$ cat src/rtl/hat_pkg.sv
package hat_pkg;
  localparam int BUNDLE_W  = 256;
  localparam int IDX_W     = 4;
  localparam int HEAD_W    = 16;
  localparam int UNIT_W    = 8;
  localparam int TLEN_W    = 2;
  localparam int BADDR_W   = 16;
  localparam int NHEADS    = (BUNDLE_W - IDX_W) / HEAD_W;
  localparam int HREGION_W = IDX_W + NHEADS * HEAD_W;
  localparam int MAX_UNITS = (1 << TLEN_W) - 1;
  localparam int TAIL_W    = MAX_UNITS * UNIT_W;
  localparam int NSLOTS    = BUNDLE_W / UNIT_W;
  localparam int SLOT_W    = $clog2(NSLOTS);
  localparam int OFF_W     = $clog2(NHEADS * MAX_UNITS + 1);
  localparam int POS_W     = OFF_W + 1;

  typedef logic [HEAD_W-1:0] head_t;
  typedef logic [TLEN_W-1:0] tlen_t;
  typedef logic [OFF_W-1:0]  off_t;

  // Highest index whose head still fits in the bundle.
  function automatic logic [IDX_W-1:0] clamp_last(input logic [IDX_W-1:0] f);
    return (f > IDX_W'(NHEADS - 1)) ? IDX_W'(NHEADS - 1) : f;
  endfunction

  function automatic tlen_t tlen_of(input head_t h);
    return h[TLEN_W-1:0];
  endfunction

  function automatic off_t add_len(input off_t o, input tlen_t l);
    return o + off_t'(l);
  endfunction
endpackage

$ cat src/rtl/hat_head_decode.sv
module hat_head_decode
  import hat_pkg::*;
(
  input  logic [HREGION_W-1:0]             region_i,
  output logic [NHEADS-1:0][HEAD_W-1:0]    heads_o,
  output logic [NHEADS-1:0][TLEN_W-1:0]    tlens_o,
  output logic [IDX_W-1:0]                 last_o
);
  assign last_o = clamp_last(region_i[IDX_W-1:0]);

  // Every head sits at a fixed slot, so all tail lengths decode in parallel.
  for (genvar k = 0; k < NHEADS; k++) begin : g_head
    assign heads_o[k] = region_i[IDX_W + k*HEAD_W +: HEAD_W];
    assign tlens_o[k] = tlen_of(heads_o[k]);
  end
endmodule

$ cat src/rtl/hat_tail_offset.sv
module hat_tail_offset
  import hat_pkg::*;
(
  input  logic [NHEADS-2:0][TLEN_W-1:0] tlens_i,
  output logic [NHEADS-1:0][OFF_W-1:0]  offs_o
);
  // Units consumed by the tails of all earlier instructions.
  assign offs_o[0] = '0;
  for (genvar k = 1; k < NHEADS; k++) begin : g_sum
    assign offs_o[k] = add_len(offs_o[k-1], tlens_i[k-1]);
  end
endmodule

$ cat src/rtl/hat_tail_gather.sv
module hat_tail_gather
  import hat_pkg::*;
(
  input  logic [BUNDLE_W-1:0] bundle_i,
  input  logic [OFF_W-1:0]    off_i,
  input  logic [TLEN_W-1:0]   len_i,
  output logic [TAIL_W-1:0]   tail_o
);
  // Slot p is the p-th unit counted from the top of the bundle.
  logic [NSLOTS-1:0][UNIT_W-1:0] slot;
  for (genvar p = 0; p < NSLOTS; p++) begin : g_slot
    assign slot[p] = bundle_i[BUNDLE_W - (p+1)*UNIT_W +: UNIT_W];
  end

  always_comb begin
    tail_o = '0;
    for (int u = 0; u < MAX_UNITS; u++) begin
      logic [POS_W-1:0] pos;
      pos = {1'b0, off_i} + POS_W'(u);
      if ((u < int'(len_i)) && (pos < POS_W'(NSLOTS)))
        tail_o[u*UNIT_W +: UNIT_W] = slot[pos[SLOT_W-1:0]];
    end
  end
endmodule

$ cat src/rtl/hat_pc_step.sv
module hat_pc_step
  import hat_pkg::*;
(
  input  logic [BADDR_W-1:0] baddr_i,
  input  logic [IDX_W-1:0]   idx_i,
  input  logic [IDX_W-1:0]   last_i,
  output logic [BADDR_W-1:0] nbaddr_o,
  output logic [IDX_W-1:0]   nidx_o,
  output logic               beyond_o
);
  logic at_end;
  assign at_end   = (idx_i == last_i);
  assign beyond_o = (idx_i > last_i);
  assign nbaddr_o = at_end ? baddr_i + BADDR_W'(1) : baddr_i;
  assign nidx_o   = at_end ? '0 : idx_i + IDX_W'(1);
endmodule

$ cat src/rtl/hat_extract.sv
module hat_extract
  import hat_pkg::*;
(
  input  logic                clk,
  input  logic                rst_n,
  input  logic                req_valid_i,
  input  logic                is_target_i,
  input  logic [BADDR_W-1:0]  pc_baddr_i,
  input  logic [IDX_W-1:0]    pc_idx_i,
  input  logic [BUNDLE_W-1:0] bundle_i,
  output logic                out_valid_o,
  output logic                illegal_o,
  output logic [HEAD_W-1:0]   head_o,
  output logic [TAIL_W-1:0]   tail_o,
  output logic [TLEN_W-1:0]   tail_len_o,
  output logic [BADDR_W-1:0]  next_baddr_o,
  output logic [IDX_W-1:0]    next_idx_o
);
  logic [NHEADS-1:0][HEAD_W-1:0] heads;
  logic [NHEADS-1:0][TLEN_W-1:0] tlens;
  logic [NHEADS-1:0][OFF_W-1:0]  offs;
  logic [IDX_W-1:0]              last_w;
  logic [IDX_W-1:0]              sel_idx;
  logic                          beyond_w;
  logic                          take_w;
  logic                          flag_w;
  logic [BADDR_W-1:0]            nbaddr_w;
  logic [IDX_W-1:0]              nidx_w;
  logic [TAIL_W-1:0]             tail_w;

  hat_head_decode u_dec (
    .region_i (bundle_i[HREGION_W-1:0]),
    .heads_o  (heads),
    .tlens_o  (tlens),
    .last_o   (last_w)
  );

  hat_tail_offset u_off (
    .tlens_i (tlens[NHEADS-2:0]),
    .offs_o  (offs)
  );

  hat_pc_step u_pc (
    .baddr_i  (pc_baddr_i),
    .idx_i    (pc_idx_i),
    .last_i   (last_w),
    .nbaddr_o (nbaddr_w),
    .nidx_o   (nidx_w),
    .beyond_o (beyond_w)
  );

  // An index past the last valid one selects a safe slot; its result is discarded.
  assign sel_idx = beyond_w ? last_w : pc_idx_i;
  assign take_w  = req_valid_i && !beyond_w;
  assign flag_w  = req_valid_i && is_target_i && beyond_w;

  hat_tail_gather u_tail (
    .bundle_i (bundle_i),
    .off_i    (offs[sel_idx]),
    .len_i    (tlens[sel_idx]),
    .tail_o   (tail_w)
  );

  always_ff @(posedge clk) begin
    if (!rst_n) begin
      out_valid_o  <= 1'b0;
      illegal_o    <= 1'b0;
      head_o       <= '0;
      tail_o       <= '0;
      tail_len_o   <= '0;
      next_baddr_o <= '0;
      next_idx_o   <= '0;
    end else begin
      out_valid_o <= take_w;
      illegal_o   <= flag_w;
      if (take_w) begin
        head_o       <= heads[sel_idx];
        tail_o       <= tail_w;
        tail_len_o   <= tlens[sel_idx];
        next_baddr_o <= nbaddr_w;
        next_idx_o   <= nidx_w;
      end
    end
  end


  valid_illegal_excl_chk: assert property (@(posedge clk) disable iff (!rst_n)
    illegal_o |-> !out_valid_o);


  illegal_source_chk: assert property (@(posedge clk) disable iff (!rst_n)
    illegal_o |-> $past(req_valid_i && is_target_i));


  idle_quiet_chk: assert property (@(posedge clk) disable iff (!rst_n)
    !$past(req_valid_i) |-> (!out_valid_o && !illegal_o));


  tail_len_field_chk: assert property (@(posedge clk) disable iff (!rst_n)
    out_valid_o |-> (tail_len_o == head_o[TLEN_W-1:0]));


  tail_empty_zero_chk: assert property (@(posedge clk) disable iff (!rst_n)
    (out_valid_o && tail_len_o == '0) |-> (tail_o == '0));


  tail_upper_zero_chk: assert property (@(posedge clk) disable iff (!rst_n)
    (out_valid_o && tail_len_o < TLEN_W'(MAX_UNITS)) |->
      (tail_o[TAIL_W-1 -: UNIT_W] == '0));


  next_pc_step_chk: assert property (@(posedge clk) disable iff (!rst_n)
    out_valid_o |->
      ((next_idx_o == IDX_W'($past(pc_idx_i) + 1'b1) && next_baddr_o == $past(pc_baddr_i)) ||
       (next_idx_o == '0 && next_baddr_o == BADDR_W'($past(pc_baddr_i) + 1'b1))));
endmodule

$ cat config.mk
export PLATFORM = sky130hd
export DESIGN_NAME = hat_extract
export DESIGN_NICKNAME = d
export VERILOG_FILES = /design/src/rtl/hat_pkg.sv /design/src/rtl/hat_head_decode.sv /design/src/rtl/hat_tail_offset.sv /design/src/rtl/hat_tail_gather.sv /design/src/rtl/hat_pc_step.sv /design/src/rtl/hat_extract.sv
export SDC_FILE = /design/constraint.sdc
export NUM_CORES = 1
export LEC_CHECK = 0
export ABC_AREA = 1
export ABC_CLOCK_PERIOD_IN_PS = 23200
export BUFFER_PORTS_ARGS = -buffer_cell sky130_fd_sc_hd__buf_2
export CAP_MARGIN = 40
export CORE_UTILIZATION = 40
export CTS_BUF_LIST = sky130_fd_sc_hd__clkbuf_16
export CTS_CLUSTER_SIZE = 14
export DETAILED_ROUTE_END_ITERATION = 8
export HOLD_SLACK_MARGIN = 0.05
export SLEW_MARGIN = 5
export SYNTH_ARGS = -nofsm -noshare
export SYNTH_HDL_FRONTEND = slang
export SYNTH_SLANG_ARGS = --single-unit
$ cat constraint.sdc
create_clock -name clk -period 23.2 [get_ports clk]
set_input_delay 1.16 -clock clk [delete_from_list [all_inputs] [get_ports clk]]
set_output_delay 1.16 -clock clk [all_outputs]
set_load 0.03 [all_outputs]
Word-level counts from Yosys, hierarchy flattened
Cells that the tools add are included.

storage, ports and cells
  register bits after elaboration = 64
  bits of input ports = 280

operators by class
  $add $sub $neg = 17
  order comparisons = 12
  equality and inequality tests = 1
  mux-type cells = 19
  reductions and logical operators = 7

operator list
  cell                                                                   number
  8-bit binary-select mux with 5-bit select                              3
  6-bit by 2-bit adder with 6-bit output                                 12
  16-bit binary-select mux with 4-bit select                             1
  8-bit two-way mux                                                      6
  16-bit two-way mux                                                     2
  6-bit binary-select mux with 4-bit select                              1
  5-bit by 6-bit < comparator with 1-bit output (second input constant)  3
  16-bit by 1-bit adder with 16-bit output (second input constant)       1
  7-bit by 6-bit < comparator with 1-bit output (second input constant)  2
  4-bit two-way mux                                                      3
  2-bit binary-select mux with 4-bit select                              1
  6-bit by 1-bit adder with 7-bit output (second input constant)         1
  6-bit by 2-bit adder with 7-bit output (second input constant)         1
  1-bit logical AND                                                      6
  6-bit < comparator (second input constant)                             1
  6-bit two-way mux                                                      1
  4-bit by 5-bit < comparator with 1-bit output (second input constant)  1
  4-bit by 1-bit adder with 4-bit output (second input constant)         1
  4-bit equality test                                                    1
  4-bit greater-than comparator                                          1
  4-bit greater-than comparator (second input constant)                  1
  1-bit by 2-bit < comparator with 1-bit output (first input constant)   2
  2-bit by 2-bit adder with 3-bit output                                 1
  2-bit < comparator (first input constant)                              1
  other kinds (2)                                                        2

Longest topological paths before layout
  depth after elaboration = 19
  depth in mapped cells = 47
  gate-level depth less buffers = 45

Modules after synthesis
A second synthesis with hierarchy kept.

second synthesis, totals
  cell total of the unflattened synthesis = 3,562
  area, all modules = 18,650.4 um^2

by module, submodules not included
  module           times used  cells each  area an instance (um^2)  seq. area each (um^2)
  hat_extract      1           1,330       6,944.2                  1,281.2
  hat_tail_gather  1           1,474       6,707.7                  0.0
  hat_tail_offset  1           385         2,329.7                  0.0
  hat_head_decode  1           276         2,050.7                  0.0
  hat_pc_step      1           97          618.1                    0.0

Worst setup path after synthesis
No wires, ideal clock.

  path kind = in2reg
  from = input port bundle_i[4]
  to = register tail_o[12]
  setup time = 0.132 ns
  data arrival time = 10.441 ns
  data required time = 23.068 ns
  setup slack = 12.626 ns
  stages = 39
  buffers on the path = 5
  path through = ha_1 fa_1 inv_1 fa_1 fa_1 fa_1 fa_1 fa_1 fa_1 fa_1 fa_1 fa_1 fa_1 fa_1 inv_1 fa_1 nand3_1 o21ai_0 [... 3 more ...] inv_1 buf_2 buf_2 buf_1 ha_1 clkbuf_1 clkbuf_1 o21ai_0 o21ai_0 nand3_1 nand2_1 nand3_1 nand2_1 nand3_1 nand2_1 inv_1 nand3_1 a21oi_1

between the ends
  cells in the longest elaborated chain, start to end = 19
  elaborated cells on any way between the ends = 24
  classes of those cells = add/sub (14); order compare (2); mux (7); reduce/logical (1)

RTL lines
  item                                                                                                               line                                          text
  from (decl)                                                                                                        hat_extract.sv:10                             input logic [BUNDLE_W-1:0] bundle_i,
  2-bit by 2-bit adder with 3-bit output                                                                             hat_pkg.sv:31                                 return o + off_t'(l);
  6-bit by 2-bit adder with 6-bit output (12 in series)                                                              hat_pkg.sv:31
  6-bit binary-select mux with 4-bit select                                                                          hat_extract.sv:59                             .off_i (offs[sel_idx]),
  6-bit two-way mux (implied by the code)                                                                            hat_extract.sv:59
  6-bit by 1-bit adder with 7-bit output                                                                             hat_tail_gather.sv:19                         pos = {1'b0, off_i} + POS_W'(u);
  8-bit binary-select mux with 5-bit select / 7-bit by 6-bit < comparator with 1-bit output (equally long branches)  hat_tail_gather.sv:21, hat_tail_gather.sv:20
  8-bit two-way mux (implied by the code) / 1-bit logical AND (equally long branches)                                hat_tail_gather.sv:21, hat_tail_gather.sv:20
  8-bit two-way mux (*)                                                                                              hat_tail_gather.sv:20                         if ((u < int'(len_i)) && (pos < POS_W'(NSLOTS)))
  to (signal assigned)                                                                                               hat_extract.sv:78                             tail_o <= tail_w;
  to (decl)                                                                                                          hat_extract.sv:14                             output logic [TAIL_W-1:0] tail_o,

Every way passes the cells marked *; elsewhere a longest branch is shown, timed or not. The select of a mux whose other input is x is not followed.
A chain may end at the register's enable or synchronous reset.

Worst setup path after layout
  from = input port bundle_i[20]
  to = register tail_o[10]

Same word-level chain as after synthesis.

==> results.toml <==
[run_status]
status = "complete, no violations"

[worst_setup_path]
cp.buffers_inverters = 7
crit_family = "adder cells"
crit_arrival_ns = 12.21
cp.required_ns = 23.41
crit_path_start = "bundle_i[20]"
critPathMaxStageDelay_ns = 0.65
r2r_start = "tail_o[10]"
critPathLaunchType = "primary input"
critPathMaxFanout = 84
crit_top_cell = "fa_1"
criticalPathCategory = "in2reg"
slowest_stage = "buf_4"
end_kind = "flop"

[clock_network]
hold_buffers = 0
cts_tree = "done"
clock-root-buffer = "clkbuf_16"
cts_sinks = 62
htree_levels = 3
post-cts-setup-buffer-count = 0
insertion_delay_ns = 0.34
clkTransAtPathRegs_ns = 0.06
clk_path_buf_depth = 2
numCtsBuffers = 9
cts-resized-gates = 0

[placed_design]
place.gp.congestion = 0.972
place_hpwl_um = 50600
io_buffers = 343
place_ws_ns = 11.05

[power]
p_leak_nw = 7.87
p_sw_share_pct = 64.6
seqPwrFrac_pct = 5.0
p_total_mw = 2.68
p_clk_share_pct = 5.4
p_switching_mw = 1.73
power_frac_comb_pct = 89.5
power_density_nw_per_um2 = 167
peakVddDrop_v = 0.000180
p_int_uw = 949

[route]
antenna_left = 0
vias_per_cell = 5.92
drt_drc_violations_left = 0
via_count = 19386
drt-total-wl_um = 67200
first_pass_iters = 8
wl_per_cell_um = 20.5
drtIter0Drc = 2196

[global_routing]
grt_pass1_wl_um = 101000
antenna_found_initial = 2
grtUsageTotal_pct = 36.3
grt_pass1_vias = 17608
overflow = 0
grt_max_degree = 111

[timing]
fin_ws_ns = 11.20
drv_slew = 0
skew_ns = 0
fin_crit_sh_pct = 51.7
max_slew.worst_pin.slew_ns = 0.980
tns_ns = 0
max_slew_margin_pct = 34.7
whs_ns = 0.461
period_needed_ns = 12.00
rsz0062_at_grt = "false"
finalSetupViolCount = 0
max_freq_mhz = 83.3
hold_viol_final = 0

[synthesis]
yosysTopAreaCell = "nand2_1"
async_flop_share_pct = 0
yosysSeqAreaShare_pct = 8.87
synth-edff-count = 0
yosys_warnings = 0
syn_nets = 2961
ys_top_cells_by_area = "nand2_1 18%, o21ai_0 15%, dfxtp_1 8.9%"
syn_inst = 2635
synth_area_um2 = 14000
synth_ff_type = "dfxtp_1"
ys_ff_latch = 62
avgSynthCellArea_um2 = 5.31
yosysUniqueCellTypes = 57
synth_top_area_share_pct = 17.5

[layout]
utilization_pct = 46.6
regArea_um2 = 1240
area_growth_pct = 14.7
fillers = 3833
multi_input_area_um2 = 11100
drive_gt1_share_pct = 17.3
fin_nets = 3140

[floorplan]
start_util_pct = 40.6
die_width_um = 189
die_h_um = 189
coreArea_um2 = 34500
io_pins = 344
dieArea_um2 = 35700
rows = 68

[job]
maxCapViolCount = 0

[min_path]
holdCritStartpoint = "tail_o[6]"
hp-class = "reg2reg"
routing by layer:
metal,routed length [um],global-route usage (%),vias up
met5,13,0,-
met2,29600,57.5,1125
met3,6280,5.51,205
met4,4560,23.6,2
li1,-,-,9270
met1,26700,45.9,8784
cell usage after synthesis (all sizes together), types with 4 or more instances:
| master | n |
|---|---|
| nand4 | 6 |
| nand3b | 9 |
| a21oi | 194 |
| dfxtp | 62 |
| o21ai | 440 |
| inv | 221 |
| nor2 | 300 |
| clkbuf | 161 |
| nand3 | 196 |
| o21bai | 4 |
| buf | 42 |
| a32o | 8 |
| fa | 13 |
| xnor2 | 5 |
| a31oi | 7 |
| o221ai | 36 |
| o31ai | 9 |
| o22ai | 12 |
| o211ai | 87 |
| mux2i | 20 |
| xor2 | 13 |
| o21a | 9 |
| nand2 | 703 |
| nor3 | 5 |
| ha | 33 |
| o311ai | 22 |
tightest hold or removal path, stage by stage, from the launching register on:
cell and delay, ns:
dfxtp_1 0.30, nand2_1 0.06, a21oi_1 0.05
registers in the layout (all words and copies together) (netlist names):
signal,cells
next_baddr_o,16
tail_o,24
illegal_o,1
out_valid_o,1
next_idx_o,4
head_o,16
per-stage QoR:
stage               cell area [um2]  std cells
global placement              15700       3253
global route                  16000       3274
CTS                           16000       3273
finish                        16000       3274
detailed placement            15700       3258
floorplan                     14000       2635
final cells by class:
cell class                 count  share of cell area (%)
tap                          455                    3.55
multi-input combinational   2146                    69.3
antenna                        1                  0.0156
timing repair buffer         371                    12.2
clock buffer                   9                    1.40
sequential                    62                    7.73
clock inverter                 6                   0.491
inverter                     224                    5.33
power groups by stage:
| stage | clock (mW) | combinational (mW) | sequential [mW] |
|---|---|---|---|
| floorplan | 0 | 1.72 | 0.162 |
| global placement | 0 | 2.29 | 0.136 |
| detailed placement | 0 | 2.34 | 0.136 |
| CTS | 0.147 | 2.35 | 0.134 |
| global route | 0.151 | 2.65 | 0.136 |
| finish | 0.146 | 2.40 | 0.135 |
layout by cell type (no fill, tap or decap), types with 11 or more instances in the layout:
cell,instances
a21oi_1,186
buf_2,344
buf_4,24
dfxtp_1,62
fa_1,13
ha_1,32
inv_1,211
mux2i_1,20
nand2_1,651
nand2_2,41
nand2_4,11
nand3_1,178
nand3_2,16
nor2_1,295
o211ai_1,87
o21ai_0,426
o221ai_1,36
o22ai_1,12
o311ai_0,22
xor2_1,12
kinds of logic (layout without fill, tap and decap cells):
logic type | after synthesis | in the layout | share of synthesized area [%]
and+or+nand+nor | 1225 | 1225 | 37.2
AOI/OAI and AO/OA | 837 | 837 | 34.5
buffers and inverters | 427 | 610 | 12.0
DFF | 62 | 62 | 8.87
adders and majority gates | 46 | 46 | 4.81
muxes | 20 | 20 | 1.43
xor gates and xnor gates | 18 | 18 | 1.23
other | 0 | 1 | 0
final timing paths:
check               end  slack [ns]  cells past startpoint
min reg2reg   tail_o[6]        0.46                      2
max reg2reg  tail_o[10]       22.41                      2
min           tail_o[6]        0.46                      2
max          tail_o[10]       11.20                     37
Note: power is estimated with default switching activity, not from simulation.
